### src/rtl/prio_irq_pkg.sv
package prio_irq_pkg;

    typedef enum logic [1:0] {
        SENSE_FALL = 2'd0,
        SENSE_RISE = 2'd1,
        SENSE_BOTH = 2'd2,
        SENSE_LOW  = 2'd3
    } sense_e;

    localparam logic [1:0] LVL_TOP  = 2'd3;
    localparam int         VEC_TRAP = 0;
    localparam int         VEC_TLI  = 1;
    localparam int         VEC_BASE = 2;

endpackage

### src/rtl/prio_irq_edge.sv
module prio_irq_edge
    import prio_irq_pkg::*;
#(
    parameter int GRP = 2
) (
    input  logic           clk,
    input  logic           rst_n,
    input  logic [GRP-1:0] pins,
    input  logic [GRP-1:0] pin_en,
    input  logic [1:0]     sense,
    input  logic           take_clr,
    input  logic           sw_clr,
    output logic           req
);

    typedef struct packed {
        logic s1;
        logic s2;
        logic s3;
        logic pend;
    } edge_st_t;

    edge_st_t st_d, st_q;
    sense_e   mode;
    logic     rise, fall, hit;

    always_comb begin
        mode    = sense_e'(sense);
        st_d    = st_q;
        st_d.s1 = |(pins & pin_en);
        st_d.s2 = st_q.s1;
        st_d.s3 = st_q.s2;
        rise    = st_q.s2 & ~st_q.s3;
        fall    = ~st_q.s2 & st_q.s3;
        unique case (mode)
            SENSE_FALL: hit = fall;
            SENSE_RISE: hit = rise;
            SENSE_BOTH: hit = rise | fall;
            default:    hit = 1'b0;
        endcase
        if (mode == SENSE_LOW) begin
            st_d.pend = 1'b0;
        end else begin
            // a fresh edge wins over a clear in the same cycle
            st_d.pend = hit | (st_q.pend & ~take_clr & ~sw_clr);
        end
        req = (mode == SENSE_LOW) ? ~st_q.s2 : st_q.pend;
    end

    always_ff @(posedge clk or negedge rst_n) begin
        if (!rst_n) st_q <= '0;
        else        st_q <= st_d;
    end

endmodule

### src/rtl/prio_irq_arb.sv
module prio_irq_arb
    import prio_irq_pkg::*;
#(
    parameter int N_SRC = 8,
    parameter int VEC_W = 4
) (
    input  logic [N_SRC-1:0]      req,
    input  logic [N_SRC-1:0]      en,
    input  logic [N_SRC-1:0][1:0] prio,
    input  logic [1:0]            cur,
    input  logic                  trap,
    input  logic                  tli,
    output logic                  win,
    output logic [VEC_W-1:0]      win_vec,
    output logic [1:0]            win_lvl,
    output logic [N_SRC-1:0]      win_sel
);

    logic [N_SRC-1:0] elig, cand;
    logic [3:0]       lvl_hit;
    logic [1:0]       top;
    logic             found;
    int               idx;

    always_comb begin
        // stage 1: highest software level among eligible requests
        lvl_hit = '0;
        for (int i = 0; i < N_SRC; i++) begin
            elig[i] = req[i] & en[i] & (prio[i] > cur);
            if (elig[i]) lvl_hit[prio[i]] = 1'b1;
        end
        top = lvl_hit[3] ? 2'd3 : (lvl_hit[2] ? 2'd2 : 2'd1);

        // stage 2: fixed rank, lowest index first
        found = 1'b0;
        idx   = 0;
        for (int i = 0; i < N_SRC; i++) begin
            cand[i] = elig[i] & (prio[i] == top);
            if (cand[i] && !found) begin
                found = 1'b1;
                idx   = i;
            end
        end

        win     = 1'b0;
        win_vec = '0;
        win_lvl = LVL_TOP;
        win_sel = '0;
        if (trap) begin
            win     = 1'b1;
            win_vec = VEC_W'(VEC_TRAP);
        end else if (tli && cur != LVL_TOP) begin
            win     = 1'b1;
            win_vec = VEC_W'(VEC_TLI);
        end else if (found) begin
            win          = 1'b1;
            win_vec      = VEC_W'(idx + VEC_BASE);
            win_lvl      = top;
            win_sel[idx] = 1'b1;
        end
    end

endmodule

### src/rtl/prio_irq_ctrl.sv
module prio_irq_ctrl
    import prio_irq_pkg::*;
#(
    parameter int               N_EXT     = 4,
    parameter int               GRP       = 2,
    parameter int               N_PER     = 4,
    parameter logic [N_PER-1:0] WAKE_MASK = 4'b0111,
    localparam int              N_SRC     = N_EXT + N_PER,
    localparam int              VEC_W     = $clog2(N_SRC + VEC_BASE),
    localparam int              LINE_W    = (N_EXT > 1) ? $clog2(N_EXT) : 1
) (
    input  logic                 clk,
    input  logic                 rst_n,
    input  logic [N_EXT*GRP-1:0] ext_pin,
    input  logic [N_EXT*GRP-1:0] ext_pin_en,
    input  logic [2*N_EXT-1:0]   ext_sense,
    input  logic [N_PER-1:0]     per_req,
    input  logic [N_SRC-1:0]     src_en,
    input  logic [2*N_SRC-1:0]   src_prio,
    input  logic                 sw_clr_valid,
    input  logic [LINE_W-1:0]    sw_clr_line,
    input  logic                 trap_req,
    input  logic                 tli_req,
    input  logic                 tli_en,
    input  logic                 rti_valid,
    input  logic [1:0]           rti_level,
    output logic                 take,
    output logic [VEC_W-1:0]     take_vec,
    output logic [1:0]           cur_level,
    output logic                 wake
);

    typedef struct packed {
        logic [1:0]       lvl;
        logic             take;
        logic [VEC_W-1:0] vec;
        logic             trap_pend;
    } ctrl_st_t;

    ctrl_st_t               st_d, st_q;
    logic [N_EXT-1:0]       ext_req;
    logic [N_SRC-1:0]       src_req;
    logic [N_SRC-1:0][1:0]  prio_arr;
    logic                   win;
    logic [VEC_W-1:0]       win_vec;
    logic [1:0]             win_lvl;
    logic [N_SRC-1:0]       win_sel;
    logic [N_SRC-1:0]       take_clr;

    for (genvar k = 0; k < N_EXT; k++) begin : g_line
        prio_irq_edge #(.GRP(GRP)) u_edge (
            .clk      (clk),
            .rst_n    (rst_n),
            .pins     (ext_pin[k*GRP +: GRP]),
            .pin_en   (ext_pin_en[k*GRP +: GRP]),
            .sense    (ext_sense[2*k +: 2]),
            .take_clr (take_clr[k]),
            .sw_clr   (sw_clr_valid && (sw_clr_line == LINE_W'(k))),
            .req      (ext_req[k])
        );
    end

    for (genvar i = 0; i < N_SRC; i++) begin : g_prio
        assign prio_arr[i] = src_prio[2*i +: 2];
    end

    assign src_req = {per_req, ext_req};

    prio_irq_arb #(.N_SRC(N_SRC), .VEC_W(VEC_W)) u_arb (
        .req     (src_req),
        .en      (src_en),
        .prio    (prio_arr),
        .cur     (st_q.lvl),
        .trap    (st_q.trap_pend),
        .tli     (tli_req & tli_en),
        .win     (win),
        .win_vec (win_vec),
        .win_lvl (win_lvl),
        .win_sel (win_sel)
    );

    always_comb begin
        st_d           = st_q;
        st_d.take      = 1'b0;
        st_d.trap_pend = st_q.trap_pend | trap_req;
        take_clr       = '0;
        if (rti_valid) begin
            st_d.lvl = rti_level;
        end else if (win) begin
            st_d.take = 1'b1;
            st_d.vec  = win_vec;
            st_d.lvl  = win_lvl;
            take_clr  = win_sel;
            if (win_vec == VEC_W'(VEC_TRAP)) st_d.trap_pend = trap_req;
        end
    end

    always_ff @(posedge clk or negedge rst_n) begin
        if (!rst_n) begin
            st_q     <= '0;
            st_q.lvl <= LVL_TOP;
        end else begin
            st_q <= st_d;
        end
    end

    assign take      = st_q.take;
    assign take_vec  = st_q.vec;
    assign cur_level = st_q.lvl;
    assign wake      = st_q.trap_pend | (tli_req & tli_en)
                     | (|(ext_req & src_en[N_EXT-1:0]))
                     | (|(per_req & src_en[N_SRC-1:N_EXT] & WAKE_MASK));

endmodule

### config.mk
export PLATFORM = sky130hd
export DESIGN_NAME = prio_irq_ctrl
export DESIGN_NICKNAME = d
export VERILOG_FILES = /design/src/rtl/prio_irq_pkg.sv /design/src/rtl/prio_irq_edge.sv /design/src/rtl/prio_irq_arb.sv /design/src/rtl/prio_irq_ctrl.sv
export SDC_FILE = /design/constraint.sdc
export NUM_CORES = 1
export LEC_CHECK = 0
export ABC_AREA = 0
export BUFFER_PORTS_ARGS = -buffer_cell sky130_fd_sc_hd__buf_2
export CORE_MARGIN = 3
export CORE_UTILIZATION = 55
export CTS_BUF_LIST = sky130_fd_sc_hd__clkbuf_4 sky130_fd_sc_hd__clkbuf_8
export DETAILED_ROUTE_END_ITERATION = 6
export PLACE_DENSITY = 0.89
export SLEW_MARGIN = 0
export SYNTH_ARGS = -nofsm -noshare
export SYNTH_HDL_FRONTEND = slang
export SYNTH_HIERARCHICAL = 1
export SYNTH_SLANG_ARGS = --single-unit
### constraint.sdc
create_clock -name clk -period 4.63 [get_ports clk]
set_clock_uncertainty 0.1 [all_clocks]
set_input_delay 0.463 -clock clk [delete_from_list [all_inputs] [get_ports clk]]
set_output_delay 0.463 -clock clk [all_outputs]
set_load 0.05 [all_outputs]
==> summary.md <==
| Metric | Value |
|---|---|
| Outcome | `finished, final reports clean` |
| Pwr dens | `241 nW/um^2` |
| Final WL | `6520 um` |
| Max VDD drop | `~0.18 mV` |
| RSZ-0062 raised after global routing | `no` |
| Via density | `between 6 and 7` |
| Area grow syn2layout | `16.9%` |
| Layout cells sized above 1 | `roughly a third` |
| Total power | `737 uW` |
| Ant diodes | `0` |
| Crit-path cells | `inv_1 -> ha_1 -> nor2b_4 -> o2111ai_4 -> o2111ai_4 -> a2111oi_0 -> a221o_2 -> nand4bb_1 -> or3_1 -> nor2b_4 -> and2_2 -> nor3b_2 -> o21bai_1 -> a2bb2oi_1` |
| Worst hold path type | `in2async` |
| Hold-fix buffers, CTS | `0` |
| FF-to-FF End | `g_line[0].u_edge/st_q[0]` |
| Setup violators final | `0` |
| CTS Root Cell | `clkbuf_8` |
| Core area | `approximately 4500 um^2` |
| Largest stage delay, worst path | `roughly 550 ps` |
| Worst-case reg-to-reg path depth | `14` |
| Placed cell area | `2970 um^2` |
| Leakage Power | `~0.0015 uW` |
| Antenna Nets Post-Route | `0` |
| CTS buffer count | `3` |
| Mapped Nets | `roughly 360` |
| First-pass GRT wire length | `10200 um` |
| Die area | `approximately 5600 um^2` |
| Largest net degree at the start of global routing | `25` |
| Design area | `between 3000 and 4000 um^2` |
| Die X | `about 75 um` |
| Worst-path clk slew | `80 ps` |
| Worst path slowest cell | `dfstp_2` |
| Final Hold Fails | `0` |
| Clock Path Buffers | `2` |
| Synth warnings | `6` |
| Clk sinks | `24` |
| I/O pin total | `71` |
| Clock Latency Late Sink | `around 260 ps` |
| All-Layer GR Usage | `around 23%` |
| # rows | `24` |
| Min Clock Period, post-route | `~4300 ps` |
| CTS tree | `yes` |
| Die Y | `roughly 75 um` |
| Detailed placement HPWL | `slightly above 5000 um` |
| Fmax | `between 200 and 250 MHz` |
| GRT overflow | `0` |
| Placer Congestion | `a little under 0.9` |
| Starting Density | `between 50 and 60%` |
| Tcrit/Tclk final | `between 90 and 100%` |
| Crit Path Class | `reg2reg` |
| Crit end category | `register` |
| Synth Instances | `~280` |
| Worst rel slew slack | `between 50% and 60%` |
| Max-cap violations | `0` |
| Arrival time worst endpoint | `4420 ps` |
| FF-to-FF setup slack | `a little under 300 ps` |
| DR vias | `between 2000 and 2500` |
| Initial antenna violation count | `0` |
| Fillers | `between 300 and 400` |
| Worst r2r src | `cur_level[1]` |
| Routed length per placed instance | `16.4 um` |
| Setup TNS | `0 ps` |
| CP Launch Type | `register` |
| Final Max Slew Viols | `0` |
| Mean post-synth cell area | `around 9.5 um^2` |
| Drt pass-1 iters | `5` |
| I/O Buffers | `70` |
| Vias in the first global route | `~2300` |
| DRC | `0` |
| Nets@finish | `~430` |
| Worst path required time | `approximately 4700 ps` |
| CP Max Fanout | `10` |
| CTS H-Tree Depth | `1` |
| DRT iter0 DRCs | `98` |
| Worst slew pin tran | `599 ps` |
| Synthesized area | `between 2000 and 3000 um^2` |
cell type report:
| class | count | area, um^2 | share of cell area (%) |
|---|---|---|---|
| clock buffer | 4 | 48.8 | 1.60 |
| inverter | 26 | 97.6 | 3.19 |
| multi-input combinational | 218 | 1870 | 61.2 |
| timing repair buffer | 73 | 373 | 12.2 |
| sequential | 24 | 603 | 19.7 |
| tap | 52 | 65.1 | 2.13 |
where the power goes:
part / switching, uW / leakage (uW) / internal [uW]
combinational: 207 / 0.00120 / 150
sequential: 17.8 / 0.000289 / 233
clock: 62.5 / 0.0000262 / 67.3
total: 287 / 0.00151 / 450
layer usage:
layer / vias to the layer above / GRT usage, % / share of wire, %
met2: 112 / 39.7 / 48
li1: 1205 / - / -
met5: - / 0 / 0
met3: 12 / 3.47 / 7.0
met4: 0 / 4.35 / 1.0
met1: 1133 / 30.2 / 44
metrics by stage:
step	worst slack (ps)	hold WS, ps	utilization [%]	cells
2_1_floorplan	705	67.4	-	276
3_3_place_gp	530	234	66.4	390
3_5_place_dp	323	237	66.4	390
4_1_cts	312	77.2	67.4	394
5_1_grt	28.4	96.9	68.4	397
6_report	296	61.7	68.4	397
sequential cells by signal, indices dropped and copies added, names as in the netlist:
| register | cells |
|---|---|
| take | 1 |
| st_q | 1 |
| cur_level | 2 |
| take_vec | 4 |
| g_line.u_edge/st_d | 8 |
| g_line.u_edge/st_q | 8 |
cell usage in the layout (no fill, tap or decap), types with 4 or more instances in the layout:
cell,instances
buf_2,70
inv_1,26
ha_1,25
dfrtp_1,22
nand2_1,18
nor2b_1,17
and2_1,14
a21oi_1,11
nor3_1,10
o2111ai_1,10
nor2_1,8
o211ai_1,6
a22o_1,5
a31oi_1,5
nor2b_4,4
and2_2,4
mux2_4,4
nor3b_2,4
o21bai_1,4
a2bb2oi_1,4
o211a_1,4
o2111ai_4,4
o2111ai_2,4
repair_timing:
action | CTS | global route
endpoints found under the hold margin | 0 | 0
setup endpoints to repair | 0 | 4
resized for setup | 0 | 3
setup buffers | 0 | 3
worst max-delay path: cells and delay by family, from the launching register on:
| family | cells | cell delay [ps] |
|---|---|---|
| simple gates | 6 | 1630 |
| compound gates | 6 | 1430 |
| flops | 1 | 550 |
| fa+ha+maj | 1 | 370 |
| buf+inv | 1 | 180 |
worst max path at each step:
stage | startpoint | to | cells after the start
after global placement | cur_level[1] | g_line[2].u_edge/st_q[0] | 14
after floorplan | cur_level[1] | g_line[1].u_edge/st_q[0] | 16
final | cur_level[1] | g_line[0].u_edge/st_q[0] | 14
after detailed placement | cur_level[1] | g_line[3].u_edge/st_q[0] | 14
after CTS | cur_level[1] | g_line[1].u_edge/st_q[0] | 14
after global routing | cur_level[1] | g_line[3].u_edge/st_q[0] | 14
(Power assumes the default switching activity.)
